==> src/rtl/ccr_pkg.sv <==
package ccr_pkg;

   // number of registers that accept only plain reads and writes
   localparam int unsigned CCR_N_PLAIN = 4;

   typedef enum logic [0:0] {
      CCR_KIND_ALIASED = 1'b0,
      CCR_KIND_PLAIN   = 1'b1
   } ccr_kind_e;

   // home index of the i-th aliased register: control block first, then configuration block
   function automatic int unsigned ccr_home(input int unsigned i,
                                            input int unsigned n_ctrl,
                                            input int unsigned conf_base);
      return (i < n_ctrl) ? i : conf_base + (i - n_ctrl);
   endfunction

endpackage

==> src/rtl/ccr_decode.sv <==
module ccr_decode #(
   parameter int unsigned ADDR_W    = 10,
   parameter int unsigned N_CTRL    = 6,
   parameter int unsigned N_CONF    = 2,
   parameter int unsigned CONF_BASE = 'h08,
   parameter int unsigned SET_OFS   = 'h10,
   parameter int unsigned CLR_OFS   = 'h20,
   parameter int unsigned STAT_IDX  = 'h100,
   parameter int unsigned MASK_IDX  = 'h101,
   parameter int unsigned PROT_IDX  = 'h3FE,
   parameter int unsigned LOCK_IDX  = 'h3FF,
   localparam int unsigned N_ALIAS  = N_CTRL + N_CONF,
   localparam int unsigned N_REG    = N_ALIAS + ccr_pkg::CCR_N_PLAIN
) (
   input  logic [ADDR_W-1:0] addr,
   output logic [N_REG-1:0]  hit_load,
   output logic [N_REG-1:0]  hit_set,
   output logic [N_REG-1:0]  hit_clr
);
   localparam int unsigned PLAIN_IDX [ccr_pkg::CCR_N_PLAIN] =
      '{STAT_IDX, MASK_IDX, PROT_IDX, LOCK_IDX};

   for (genvar i = 0; i < N_ALIAS; i++) begin : g_alias
      localparam int unsigned HOME = ccr_pkg::ccr_home(i, N_CTRL, CONF_BASE);
      assign hit_load[i] = (addr == ADDR_W'(HOME));
      assign hit_set[i]  = (addr == ADDR_W'(HOME + SET_OFS));
      assign hit_clr[i]  = (addr == ADDR_W'(HOME + CLR_OFS));
   end

   for (genvar j = 0; j < ccr_pkg::CCR_N_PLAIN; j++) begin : g_plain
      assign hit_load[N_ALIAS+j] = (addr == ADDR_W'(PLAIN_IDX[j]));
      assign hit_set[N_ALIAS+j]  = 1'b0;
      assign hit_clr[N_ALIAS+j]  = 1'b0;
   end
endmodule

==> src/rtl/ccr_reg.sv <==
module ccr_reg #(
   parameter int unsigned        DATA_W = 64,
   parameter ccr_pkg::ccr_kind_e KIND   = ccr_pkg::CCR_KIND_ALIASED
) (
   input  logic              clk,
   input  logic              rst,
   input  logic              ld,
   input  logic              set,
   input  logic              clr,
   input  logic [DATA_W-1:0] wd,
   output logic [DATA_W-1:0] q
);
   if (KIND == ccr_pkg::CCR_KIND_ALIASED) begin : g_aliased
      always_ff @(posedge clk) begin
         if (rst)      q <= '0;
         else if (ld)  q <= wd;
         else if (set) q <= q | wd;
         else if (clr) q <= q & ~wd;
      end
   end else begin : g_plain
      logic unused_strobes;
      assign unused_strobes = set ^ clr;
      always_ff @(posedge clk) begin
         if (rst)     q <= '0;
         else if (ld) q <= wd;
      end
   end
endmodule

==> src/rtl/ccr_rdmux.sv <==
module ccr_rdmux #(
   parameter int unsigned DATA_W = 64,
   parameter int unsigned N_REG  = 12
) (
   input  logic [N_REG-1:0]             sel,
   input  logic [N_REG-1:0][DATA_W-1:0] q,
   output logic [DATA_W-1:0]            dout
);
   always_comb begin
      dout = '0;
      for (int i = 0; i < N_REG; i++) begin
         dout = dout | (q[i] & {DATA_W{sel[i]}});
      end
   end
endmodule

==> src/rtl/chiplet_ctrl_regfile.sv <==
module chiplet_ctrl_regfile #(
   parameter int unsigned DATA_W    = 64,
   parameter int unsigned ADDR_W    = 10,
   parameter int unsigned N_CTRL    = 6,
   parameter int unsigned N_CONF    = 2,
   parameter int unsigned CONF_BASE = 'h08,
   parameter int unsigned SET_OFS   = 'h10,
   parameter int unsigned CLR_OFS   = 'h20,
   parameter int unsigned STAT_IDX  = 'h100,
   parameter int unsigned MASK_IDX  = 'h101,
   parameter int unsigned PROT_IDX  = 'h3FE,
   parameter int unsigned LOCK_IDX  = 'h3FF
) (
   input  logic              clk,
   input  logic              rst,
   input  logic              rd_en,
   input  logic              wr_en,
   input  logic [ADDR_W-1:0] addr,
   input  logic [DATA_W-1:0] wdata,
   output logic [DATA_W-1:0] rdata,
   output logic              err
);
   localparam int unsigned N_ALIAS  = N_CTRL + N_CONF;
   localparam int unsigned N_REG    = N_ALIAS + ccr_pkg::CCR_N_PLAIN;
   localparam int unsigned ALIAS_HI = CONF_BASE + N_CONF;

   // elaboration-time parameter checks
   if (DATA_W < 1) begin : g_bad_width
      $error("chiplet_ctrl_regfile: DATA_W must be at least 1");
   end
   if (N_CTRL > CONF_BASE) begin : g_bad_conf
      $error("chiplet_ctrl_regfile: control block overlaps configuration block");
   end
   if (ALIAS_HI > SET_OFS || SET_OFS + ALIAS_HI > CLR_OFS) begin : g_bad_alias
      $error("chiplet_ctrl_regfile: alias windows overlap");
   end
   if (CLR_OFS + ALIAS_HI > STAT_IDX) begin : g_bad_plain
      $error("chiplet_ctrl_regfile: plain registers overlap the alias windows");
   end
   if (LOCK_IDX >= (1 << ADDR_W) || PROT_IDX >= (1 << ADDR_W)) begin : g_bad_addr
      $error("chiplet_ctrl_regfile: ADDR_W too narrow for register indices");
   end

   logic [N_REG-1:0]             hit_load, hit_set, hit_clr;
   logic [N_REG-1:0][DATA_W-1:0] q;
   logic [DATA_W-1:0]            mux_out;
   logic                         readable, any_hit;

   ccr_decode #(
      .ADDR_W   (ADDR_W),
      .N_CTRL   (N_CTRL),
      .N_CONF   (N_CONF),
      .CONF_BASE(CONF_BASE),
      .SET_OFS  (SET_OFS),
      .CLR_OFS  (CLR_OFS),
      .STAT_IDX (STAT_IDX),
      .MASK_IDX (MASK_IDX),
      .PROT_IDX (PROT_IDX),
      .LOCK_IDX (LOCK_IDX)
   ) u_dec (
      .addr    (addr),
      .hit_load(hit_load),
      .hit_set (hit_set),
      .hit_clr (hit_clr)
   );

   for (genvar i = 0; i < N_REG; i++) begin : g_reg
      localparam ccr_pkg::ccr_kind_e KIND =
         (i < N_ALIAS) ? ccr_pkg::CCR_KIND_ALIASED : ccr_pkg::CCR_KIND_PLAIN;
      ccr_reg #(
         .DATA_W(DATA_W),
         .KIND  (KIND)
      ) u_reg (
         .clk(clk),
         .rst(rst),
         .ld (wr_en & hit_load[i]),
         .set(wr_en & hit_set[i]),
         .clr(wr_en & hit_clr[i]),
         .wd (wdata),
         .q  (q[i])
      );
   end

   ccr_rdmux #(
      .DATA_W(DATA_W),
      .N_REG (N_REG)
   ) u_mux (
      .sel (hit_load),
      .q   (q),
      .dout(mux_out)
   );

   assign readable = |hit_load;
   assign any_hit  = |(hit_load | hit_set | hit_clr);

   always_ff @(posedge clk) begin
      if (rst) begin
         rdata <= '0;
         err   <= 1'b0;
      end else begin
         if (rd_en) rdata <= readable ? mux_out : {DATA_W{1'b1}};
         err <= (rd_en & ~readable) | (wr_en & ~any_hit);
      end
   end
endmodule

==> config.mk <==
export PLATFORM = sky130hd
export DESIGN_NAME = chiplet_ctrl_regfile
export DESIGN_NICKNAME = d
export VERILOG_FILES = /design/src/rtl/ccr_pkg.sv /design/src/rtl/ccr_decode.sv /design/src/rtl/ccr_reg.sv /design/src/rtl/ccr_rdmux.sv /design/src/rtl/chiplet_ctrl_regfile.sv
export SDC_FILE = /design/constraint.sdc
export NUM_CORES = 2
export LEC_CHECK = 0
export ABC_AREA = 0
export ABC_CLOCK_PERIOD_IN_PS = 2400
export BUFFER_PORTS_ARGS = -buffer_cell sky130_fd_sc_hd__buf_2
export CORE_UTILIZATION = 55
export DETAILED_ROUTE_END_ITERATION = 10
export GPL_ROUTABILITY_DRIVEN = 0
export MAX_ROUTING_LAYER = met4
export PLACE_DENSITY = 0.72
export SETUP_SLACK_MARGIN = 0.2
export SLEW_MARGIN = 20
export SYNTH_ARGS = -nofsm -noshare
export SYNTH_HDL_FRONTEND = slang
export SYNTH_SLANG_ARGS = --single-unit
export TNS_END_PERCENT = 1
==> constraint.sdc <==
create_clock -name clk -period 2.4 [get_ports clk]
set_input_delay 0.24 -clock clk [delete_from_list [all_inputs] [get_ports clk]]
set_output_delay 0.24 -clock clk [all_outputs]
set_load 0.1 [all_outputs]
==> summary.md <==
| Metric | Value |
|---|---|
| Post-synthesis xor/xnor area fraction | 0% |
| Total GRT Usage | 46.11% |
| Post-Synth Simple-Gate Area | between 10% and 20% |
| Main combinational cell family by area after synthesis | compound AO/OA/AOI/OAI gates |
| Syn avg cell area | between 7 and 8 sq um |
| Commonest cells after routing, fill and taps aside | dfxtp_1 (833), nand2_1 (761), a21oi_1 (573) |
| FMAX | around 490 MHz |
| Pwr/cell area | ~670 nW/um^2 |
| Cell Area, Placed | 42,080 sq um |
| Final antenna-violating net count | 0 |
| Tightest Pin Transition | 0.8356 ns |
| Port Buf Inserts | roughly 140 |
| Ys async rst share | 0% |
| Critical path's top delay family | flip-flops |
| WL per Instance | about 28 microns |
| Post-Route WL | around 160 mm |
| Critical path class | reg2out |
| Vias per cell | around 6.9 |
| Max-capacitance violation count | 0 |
| DRT Pass-1 Iters | 7 |
| Commonest non-fill, non-tap cell in the layout | dfxtp_1 |
| R2R cell count | 5 |
| Worst r2r dst | rdata[31] |
| Vias | a little over 40,000 |
| TritonCTS Buffers | a little under 90 |
| Final Hold Fails | 0 |
| Synth cell types | between 70 and 80 |
| Clock root buffer | clkbuf_16 |
| Layout cells sized above 1 | 14.37% |
| Vias in the first global route | between 30,000 and 40,000 |
| Initial core utilization | 55.64% |
| HPWL after DPL | 100.1 mm |
| Peak supply drop | between 0.4 and 0.5 mV |
| Count of final max-slew check failures | 0 |
| Slew HR | 44.29% |
| Top_reg_cell synth | dfxtp_1 |
| Grt total ovfl | 0 |
| Complex-gate fraction of the synthesized area | a little under a third |
| Fin crit period | between 2 and 2.5 ns |
| Initial antenna violation count | 7 |
| Synth Area in Adders | less than 1% |
| Post-CTS Setup Inserts | 0 |
| CP required | 2.16 ns |
| Die area | 70,560 sq um |
| Fin crit share | a little under nine tenths |
| Pwr Total | approximately 30,000 uW |
| Post-Layout Cell Count | roughly 5,900 |
| Hold Crit Depth | 3 |
| Post-synthesis net count | around 4,900 |
| Status | complete, no violations |
| Chip height | roughly 270 microns |
| Placed Cells | 5,676 |
| Setup TNS | 0 ns |
| Ports | about 140 |
| First-pass GRT wire length | between 200 and 250 mm |
| Slowest cell on crit path | dfxtp_1 |
| Post-synthesis sequential area ratio | between 40 and 50% |
| Final Util | between 60% and 70% |
| Worst-path fanout max | 3 |
| Post-synth EDFFs | 0 |
| Fin nets | about 5,000 |
| #FFs+latches synth | roughly 830 |
| Largest net degree at the start of global routing | 160 |
| Mux cell area share after synthesis | 4.105% |
| Htree depth | 3 |
| Setup slack, reg-to-reg | about 0.52 ns |
| CP Buf/Inv Count | 1 |
| Worst hold start | wdata[10] |
| Final setup violation count | 0 |
| Critical Path Max Stage Delay | approximately 0.63 ns |
| CP Data Arrival Time | approximately 1.8 ns |
| Mapped Cells | approximately 4,800 |
| Core Rows | 96 |
| Synthesis Warnings | 0 |
| Crit. End Element | output port |
| Clock sinks | about 830 |
| Skew-Pair Late Insertion Delay | about 0.66 ns |
| CTS tree | done |
| Number of remaining DRC errors | 0 |
| Core box area | a little under 70,000 sq um |
| Layout area overhead | 19.32% |
| Clk buf depth | 3 |
| Min-Delay Endpoint | g_reg[9].u_reg.q[10] |
| Worst-path clk slew | around 0.06 ns |
| DIE WIDTH | between 200 and 300 microns |
| CP cell instances | buf_2 |
| Worst setup SP type | flop |
| Final Skew | a little over 0.02 ns |
| RSZ-0062 raised after global routing | false |
| Post-Syn Area | approximately 38,000 sq um |
| Drt initial violations | 6,687 |
| Final Cell Area | 45,610 sq um |
| Worst hold path type | in2reg |
| Leakage | roughly 0.016 uW |
synthesized netlist by cell type (18+ instances only):
cell type	number	area, sq um
a211oi_1	108	810.8
a21oi_1	573	2868
a221oi_1	29	254.0
a22o_1	21	183.9
a22oi_1	274	2057
a311oi_1	21	183.9
a31oi_1	28	175.2
a32o_1	97	970.9
and2_1	53	331.6
buf_1	18	67.56
buf_2	103	515.5
clkbuf_1	405	1520
dfxtp_1	833	16680
inv_1	97	364.1
mux2_2	28	315.3
mux2i_1	123	1231
nand2_1	766	2875
nand3_1	24	120.1
nor2_1	385	1445
nor3_1	67	335.3
o21ai_0	384	1922
o21ai_1	44	220.2
o22ai_1	51	319.1
o32ai_1	74	648.1
routing by layer:
| layer | up-vias | global-route usage, % | routed length [microns] |
|---|---|---|---|
| met3 | 847 | 15.93 | 26320 |
| met2 | 3248 | 64.31 | 66240 |
| met1 | 18970 | 57.80 | 59040 |
| li1 | 17490 | - | - |
| met4 | 0 | 25.86 | 10740 |
| met5 | - | - | 0 |
logic make-up after synthesis:
kind of cell | count (synthesis)
fa+ha+maj | 1
simple gates | 1375
compound gates | 1813
buf+inv | 637
flops | 833
mux | 152
timing repair:
action | CTS | global route
endpoints found under the setup margin | 1 | 1
gates resized for setup | 1 | 1
endpoints found under the hold margin | 272 | 0
hold buffers | 60 | 0
worst max-delay path by stage:
stage	start	endpoint	slack, ns	cells after the start
floorplan	addr[0]	rdata[56]	0.32	9
global placement	addr[9]	rdata[12]	-0.63	8
detailed placement	addr[9]	rdata[12]	-0.67	8
CTS	addr[9]	rdata[12]	0.23	8
global route	addr[2]	rdata[31]	0.33	9
finish	rdata[29]	rdata[29]	0.34	1
where the power goes:
part           switching (uW)  internal (uW)
Clock                    5820           8070
Combinational            1980            611
Sequential               92.4          13900
per-stage QoR:
stage          setup WS (ns)  hold WS (ns)
6_report              0.3399       0.01805
5_1_grt               0.3333       0.01457
4_1_cts               0.2279    0.00009970
3_5_place_dp         -0.6716        0.4456
3_3_place_gp         -0.6262        0.4384
2_1_floorplan         0.3171        0.4177
cell type report:
| cell class | count | area [sq um] |
|---|---|---|
| Clock inverter | 28 | 285.3 |
| Tap cell | 931 | 1165 |
| Sequential cell | 833 | 16680 |
| Multi-Input combinational cell | 3341 | 19270 |
| Antenna cell | 9 | 22.52 |
| Fill cell | 5769 | 23090 |
| Clock buffer | 130 | 2614 |
| Inverter | 99 | 374.1 |
| Timing Repair Buffer | 532 | 5200 |
tightest hold or removal path, delay by kind of cell:
| family | cells | cell delay, ns |
|---|---|---|
| buffers and inverters | 1 | 0.22 |
| AOI/OAI and AO/OA | 1 | 0.05 |
| and+or+nand+nor | 1 | 0.10 |
Note: power is estimated with default switching activity, not from simulation.
